$ cat src/rtl/bag_pkg.sv
package bag_pkg;
    localparam int BURST_BITS = 2;

    typedef enum logic {
        ORD_LINEAR     = 1'b0,
        ORD_INTERLEAVE = 1'b1
    } order_e;

    typedef logic [BURST_BITS-1:0] beat_t;

    typedef struct packed {
        logic load;
        logic desel;
        logic step;
    } ctl_s;

    function automatic beat_t map_beat(beat_t start, beat_t n, order_e ord);
        beat_t r;
        if (ord == ORD_INTERLEAVE) r = start ^ n;
        else                       r = beat_t'(start + n);
        return r;
    endfunction
endpackage

$ cat src/rtl/bag_burst_ctl.sv
module bag_burst_ctl
    import bag_pkg::*;
(
    input  logic  clk,
    input  logic  rst,
    input  ctl_s  ctl,
    output beat_t beat,
    output logic  active
);
    always_ff @(posedge clk) begin
        if (rst) begin
            beat   <= '0;
            active <= 1'b0;
        end else if (ctl.load) begin
            beat   <= '0;
            active <= 1'b1;
        end else if (ctl.desel) begin
            active <= 1'b0;
        end else if (ctl.step && active) begin
            beat <= beat + beat_t'(1);
        end
    end

    // no load and no step leaves the beat alone
    p_idle_hold_r10: assert property (@(posedge clk) disable iff (rst)
        (!ctl.load && !ctl.step) |=> $stable(beat));

    // without a running burst only a load moves the beat
    p_inactive_r5: assert property (@(posedge clk) disable iff (rst)
        (!active && !ctl.load) |=> $stable(beat));

    // a step inside a burst moves exactly one beat
    p_step_r6: assert property (@(posedge clk) disable iff (rst)
        (active && ctl.step && !ctl.load && !ctl.desel) |=> beat == beat_t'($past(beat) + 1'b1));

    // a load restarts at beat 0 even with a step
    p_load_first_r12: assert property (@(posedge clk) disable iff (rst)
        ctl.load |=> (beat == '0 && active));
endmodule

$ cat src/rtl/bag_order_map.sv
module bag_order_map
    import bag_pkg::*;
#(
    parameter int ADDR_W = 20
) (
    input  logic [ADDR_W-1:0] base,
    input  beat_t             beat,
    input  order_e            ord,
    output logic [ADDR_W-1:0] addr
);
    localparam int HI_W = ADDR_W - BURST_BITS;

    generate
        if (HI_W > 0) begin : g_hi
            assign addr[ADDR_W-1:BURST_BITS] = base[ADDR_W-1:BURST_BITS];
        end
    endgenerate

    assign addr[BURST_BITS-1:0] = map_beat(base[BURST_BITS-1:0], beat, ord);

    initial begin
        p_width_ok_r9: assert (ADDR_W > BURST_BITS);
    end
endmodule

$ cat src/rtl/burst_addr_gen.sv
module burst_addr_gen
    import bag_pkg::*;
#(
    parameter int ADDR_W = 20
) (
    input  logic              clk,
    input  logic              rst,
    input  logic [ADDR_W-1:0] ext_addr,
    input  logic              proc_strb_n,
    input  logic              ctrl_strb_n,
    input  logic              adv_n,
    input  logic              chip_en_n,
    input  logic              order_sel,
    output logic [ADDR_W-1:0] mem_addr
);
    localparam int HI_LSB = BURST_BITS;

    ctl_s              ctl;
    logic [ADDR_W-1:0] base_q;
    order_e            ord_q;
    beat_t             beat;
    logic              active;

    always_comb begin
        ctl.load  = !chip_en_n && (!proc_strb_n || !ctrl_strb_n);
        ctl.desel = chip_en_n && !ctrl_strb_n;
        ctl.step  = !adv_n;
    end

    always_ff @(posedge clk) begin
        if (rst) begin
            base_q <= '0;
            ord_q  <= ORD_LINEAR;
        end else if (ctl.load) begin
            base_q <= ext_addr;
            ord_q  <= order_e'(order_sel);
        end
    end

    bag_burst_ctl u_ctl (
        .clk    (clk),
        .rst    (rst),
        .ctl    (ctl),
        .beat   (beat),
        .active (active)
    );

    bag_order_map #(.ADDR_W(ADDR_W)) u_map (
        .base (base_q),
        .beat (beat),
        .ord  (ord_q),
        .addr (mem_addr)
    );

    // reset leaves address zero
    p_reset_r1: assert property (@(posedge clk)
        $past(rst) |-> mem_addr == '0);

    // processor strobe with chip enabled loads
    p_proc_load_r2: assert property (@(posedge clk) disable iff (rst)
        (!proc_strb_n && !chip_en_n) |=> mem_addr == $past(ext_addr));

    // controller strobe with chip enabled loads
    p_ctrl_load_r3: assert property (@(posedge clk) disable iff (rst)
        (!ctrl_strb_n && !chip_en_n) |=> mem_addr == $past(ext_addr));

    // processor strobe with chip disabled is ignored
    p_ignore_r4: assert property (@(posedge clk) disable iff (rst)
        (!proc_strb_n && chip_en_n && ctrl_strb_n && adv_n) |=> $stable(mem_addr));

    // upper bits move only on a load
    p_upper_r9: assert property (@(posedge clk) disable iff (rst)
        !ctl.load |=> $stable(mem_addr[ADDR_W-1:HI_LSB]));
endmodule

$ cat config.mk
export PLATFORM = sky130hd
export DESIGN_NAME = burst_addr_gen
export DESIGN_NICKNAME = d
export VERILOG_FILES = /design/src/rtl/bag_pkg.sv /design/src/rtl/bag_burst_ctl.sv /design/src/rtl/bag_order_map.sv /design/src/rtl/burst_addr_gen.sv
export SDC_FILE = /design/constraint.sdc
export NUM_CORES = 1
export LEC_CHECK = 0
export ABC_AREA = 1
export BUFFER_PORTS_ARGS = -buffer_cell sky130_fd_sc_hd__buf_4
export CAP_MARGIN = 20
export CORE_MARGIN = 2
export CORE_UTILIZATION = 53
export DETAILED_ROUTE_END_ITERATION = 7
export PLACE_DENSITY = 0.84
export SYNTH_ARGS = -nofsm -noshare
export SYNTH_HDL_FRONTEND = slang
export SYNTH_HIERARCHICAL = 1
export SYNTH_SLANG_ARGS = --single-unit
$ cat constraint.sdc
create_clock -name clk -period 1.6 [get_ports clk]
set_input_delay 0.08 -clock clk [delete_from_list [all_inputs] [get_ports clk]]
set_output_delay 0.08 -clock clk [all_outputs]
set_load 0.02 [all_outputs]
Word-level counts from Yosys, hierarchy flattened
Index checks and enable logic that the tools add are counted. W data, S select, Z words.

Add/subtract/negate cells: 2. Muxes and demuxes: 3. Bitwise operators: 2. Reduce and logical (&&, ||, !) cells: 11.

Operator list (number): $logic_not A1 Y1 (4); $logic_and A1 B1 Y1 (3); $add A2 B1 Y2 const B (1); $add A2 B2 Y2 (1); $mux W1 (2); $mux W2 (1); $reduce_and A2 Y1 (1); $reduce_bool A2 Y1 (1); $reduce_or A2 Y1 (1); $xor A2 B2 Y2 (1); $logic_or A1 B1 Y1 (1); $not A1 Y1 (1).

Register bits after elaboration: 24. Input port bits: 27. Output and inout bits: 20. Word-level logic and storage cells: 22.

Logic depth before layout (Yosys ltp)
Depth after elaboration: 4. Mapped depth: 7. Gate-level depth less buffers: 6.

Hierarchy
The synthesis kept the hierarchy.

By module, submodules not included: burst_addr_gen (instances 1, cells an instance 142, area an instance 1019.7 sq um, sequential area each 420.4 sq um); bag_order_map (instances 1, cells an instance 33, area an instance 202.7 sq um, sequential area each 0.0 sq um); bag_burst_ctl (instances 1, cells an instance 18, area an instance 131.4 sq um, sequential area each 60.1 sq um).

Worst setup path before layout
No wires, ideal clock.

Path type: reg2out. Start: register u_ctl.beat[0]. End: output mem_addr[1]. Arrival: 809 ps. Required time: 1520 ps. Setup slack: 711 ps. Cell stages (with the launch flop): 7. Buffers on the path: 0. Path through: dfxtp_1 -> ha_1 -> inv_1 -> nor2_1 -> nand3_1 -> nand2_1 -> inv_1.

Cells in the longest elaborated chain, start to end: 2.

RTL lines: start, declared (line bag_burst_ctl.sv:7) `output beat_t beat,`; start signal, assigned (line bag_burst_ctl.sv:20) `beat <= beat + beat_t'(1);`; $add A2 B2 Y2 (line bag_pkg.sv:20) `else r = beat_t'(start + n);`; $mux W2 (line bag_pkg.sv:19) `if (ord == ORD_INTERLEAVE) r = start ^ n;`; end, declared (line burst_addr_gen.sv:14) `output logic [ADDR_W-1:0] mem_addr`.

No other way between the ends.

Final worst setup path
Same ends and word-level chain as after synthesis.

==> reports/metrics.yaml <==
outcome:
  result_of_the_run: "finished clean"
synth:
  synth.yosys.seq_area_share: 0.355
  yosys.cell_types.count: 15
  synth-seq-cells: 24
  synth_top_flop_cell: "sky130_fd_sc_hd__dfxtp_1"
  yosys-top-cells-area: "sky130_fd_sc_hd__dfxtp_1, sky130_fd_sc_hd__buf_4, sky130_fd_sc_hd__nand2_1, sky130_fd_sc_hd__a21oi_1, sky130_fd_sc_hd__inv_1"
  synth_async_sr_flop_share: 0
  yosysWarnings: 6
  netlist_area_um2: 1350
  synth_top_area_frac: 0.355
  most_numerous_cell_in_the_yosys_netlist: "sky130_fd_sc_hd__nand2_1"
  synth_top_area_cell: "sky130_fd_sc_hd__dfxtp_1"
  synthesis.instances: 193
  syn-mean-instance-area_um2: 7.01
  synth-edff-count: 0
  yosys-top-cells-count: "sky130_fd_sc_hd__nand2_1, sky130_fd_sc_hd__inv_1, sky130_fd_sc_hd__nor2_1"
  synth_fp_nets: 221
setup_path:
  timing.critical_path.from_type: "flop"
  critical_path.max_fanout: 3
  reg2regPathDepth: 5
  r2r-start: "u_ctl/beat[0]"
  setup.worst_path.class: "flop to output pin"
  worst_r2r_endpoint: "u_ctl/beat[1]"
  cp_data_required_time_ns: 1.52
  r2r_setup_slack_ns: 0.80
  cp_data_arrival_time_ns: 1.31
  crit_start: "u_ctl/beat[0]"
  critical_path_buf_inv_count: 3
  timing.critical_path.mode_cell: "sky130_fd_sc_hd__inv_1"
  critical-path-slowest-cell: "sky130_fd_sc_hd__dfxtp_1"
  path_delay_family: "flip-flops"
  crit_chain: "ha_1, inv_1, nor2_1, nand3_1, nand2_1, inv_1, buf_4"
  critical_path.endpoint_type: "output pin"
  worst_path_largest_cell_delay_ns: 0.38
timing:
  period_needed_ns: 1.39
  fin_tns_setup_ns: 0
  setup-violations-final: 0
  post-route-period-util: 0.866
  tightestPinTransition_ns: 0.655
  hold_viol: 0
  grt_setup_unrepaired: "no"
  slew-limit-headroom: 0.563
  final.setup_skew_ns: 0.000241
  drv_slew: 0
  maximum_achievable_frequency_mhz: 722
clocking:
  postCtsHoldBufs: 1
  cts.clk_slew.worst_paths_ns: 0.13
  cts.path.max_buffers: 2
  ctsHtreeMaxLevel: 1
  cts_inserted_buffers: 3
  worstSkewPairLatency_ns: 0.30
  postCtsSetupBuffers: 0
  tritoncts: "built"
  cts_resized: 0
  root_driver: "sky130_fd_sc_hd__clkbuf_4"
  cts.sink_count: 24
grt:
  grt_max_degree: 26
  gr-usage-all-layers: 0.166
  globalRouteOverflowTotal: 0
  met1_track_utilization_from_global_routing: 0.218
  met3_usage_in_global_routing: 0.0246
  grt_first_pass_wirelength_mm: 3.64
  grt_use_met2: 0.279
  vias_in_the_first_global_route: 887
  grt_busiest_layer: "met2"
  number_of_antenna_violations_at_the_first_check_in_global_routing: 0
routing:
  avgViaCountPerCell: 4.59
  antenna_viol_nets_final: 0
  drcViolationCount: 0
  detailedRoute.firstPassIterationCount: 4
  drt-initial-drc-count: 2
  detailroute.via_count: 1147
  routed_wire_length_per_instance_um: 9.28
  routed_wirelength_mm: 2.32
final_layout:
  multi_input_gate_area_in_the_final_layout_um2: 546
  final.fill_count: 224
  layout-area-overhead-vs-synth_pct: 18.3
  finalCoreUtilization: 0.652
  layout.nets: 249
  final-seq-area_um2: 480
  diodes: 0
  final_layout_size_suffix_gt1_frac: 0.309
floorplan:
  design.die.area_um2: 2970
  pin_count: 47
  core_region_area_um2: 2450
  floorplan.initialDensity: 0.551
  die_width_um: 54.5
  floorplan.rows: 18
  floorplan.die.height_um: 54.5
worst_hold_path:
  hold-path-endpoint: "base_q[18]"
  worst_hold_path.num_cells: 5
  worstHoldStart: "ext_addr[18]"
  worst_hold_path_type: "input pin to flop"
power_and_ir_drop:
  ir_drop_mv: 0.573
  power_density_normalized_to_cell_area_nw_per_um2: 809
  power_leakage_uw: 0.000869
place:
  dpl.hpwl_mm: 1.70
  finalWeightedCongestion: 0.750
  port_buffers: 46
job:
  cap_viol_max_count: 0
cells by family after synthesis:
family / Yosys count / synth area share
simple gates: 85 / 0.302
fa+ha+maj: 1 / 0.00924
compound gates: 24 / 0.0915
flops: 24 / 0.355
buf+inv: 59 / 0.242
how the worst max path moves through the flow:
| stage | endpoint | slack, ns | cells after the start |
|---|---|---|---|
| floorplan | mem_addr[1] | 0.71 | 6 |
| global placement | u_ctl/beat[1] | 0.54 | 7 |
| detailed placement | u_ctl/beat[1] | 0.53 | 7 |
| CTS | mem_addr[1] | 0.19 | 7 |
| global route | mem_addr[1] | 0.10 | 7 |
| finish | mem_addr[1] | 0.21 | 7 |
state kept, by name (all words and copies together) (netlist names):
name,flops
base_q,20
ord_q,1
u_ctl/active,1
u_ctl/beat,2
per-stage QoR:
step,setup WS [ns],instances,hold slack [ns],power [uW],area (um^2)
5_1_grt,0.105,250,0.0788,1380,1600
3_3_place_gp,0.542,245,0.257,994,1560
2_1_floorplan,0.711,193,0.152,923,1350
3_5_place_dp,0.528,245,0.260,1000,1560
6_report,0.214,250,0.0673,1300,1600
4_1_cts,0.191,250,0.0618,1310,1600
cell type report:
class                   instances  area share
inverters                      31      0.0727
well taps                      30      0.0234
repair buffers                 51       0.241
clock buffers                   4      0.0227
multi-input cells             110       0.341
flip-flops and latches         24       0.300
worst min-delay path: stages:
cell	delay, ns
sky130_fd_sc_hd__buf_4	0.07
sky130_fd_sc_hd__inv_1	0.03
sky130_fd_sc_hd__nand3_2	0.05
sky130_fd_sc_hd__nand2_1	0.04
sky130_fd_sc_hd__nor2_1	0.06
power breakdown:
| part | internal (uW) | switching (uW) |
|---|---|---|
| Combinational | 150 | 172 |
| Sequential | 641 | 23.3 |
| Clock | 139 | 171 |
| Total | 929 | 367 |
layer usage:
layer	vias to the layer above	part of all wire
met5	-	0
met4	0	0.0069
met2	30	0.48
li1	627	-
met1	488	0.45
met3	2	0.062
cells in the final DEF, fill, tap and decap left out, drive strengths merged:
cell | synthesis | layout
ha | 1 | 1
nand2 | 32 | 32
buf | 28 | 50
nand3 | 24 | 24
dlygate4sd3 | 0 | 1
clkbuf | 0 | 4
nor2 | 29 | 29
a21oi | 24 | 24
inv | 31 | 31
dfxtp | 24 | 24
No activity file was read; power rests on OpenSTA's default activity.
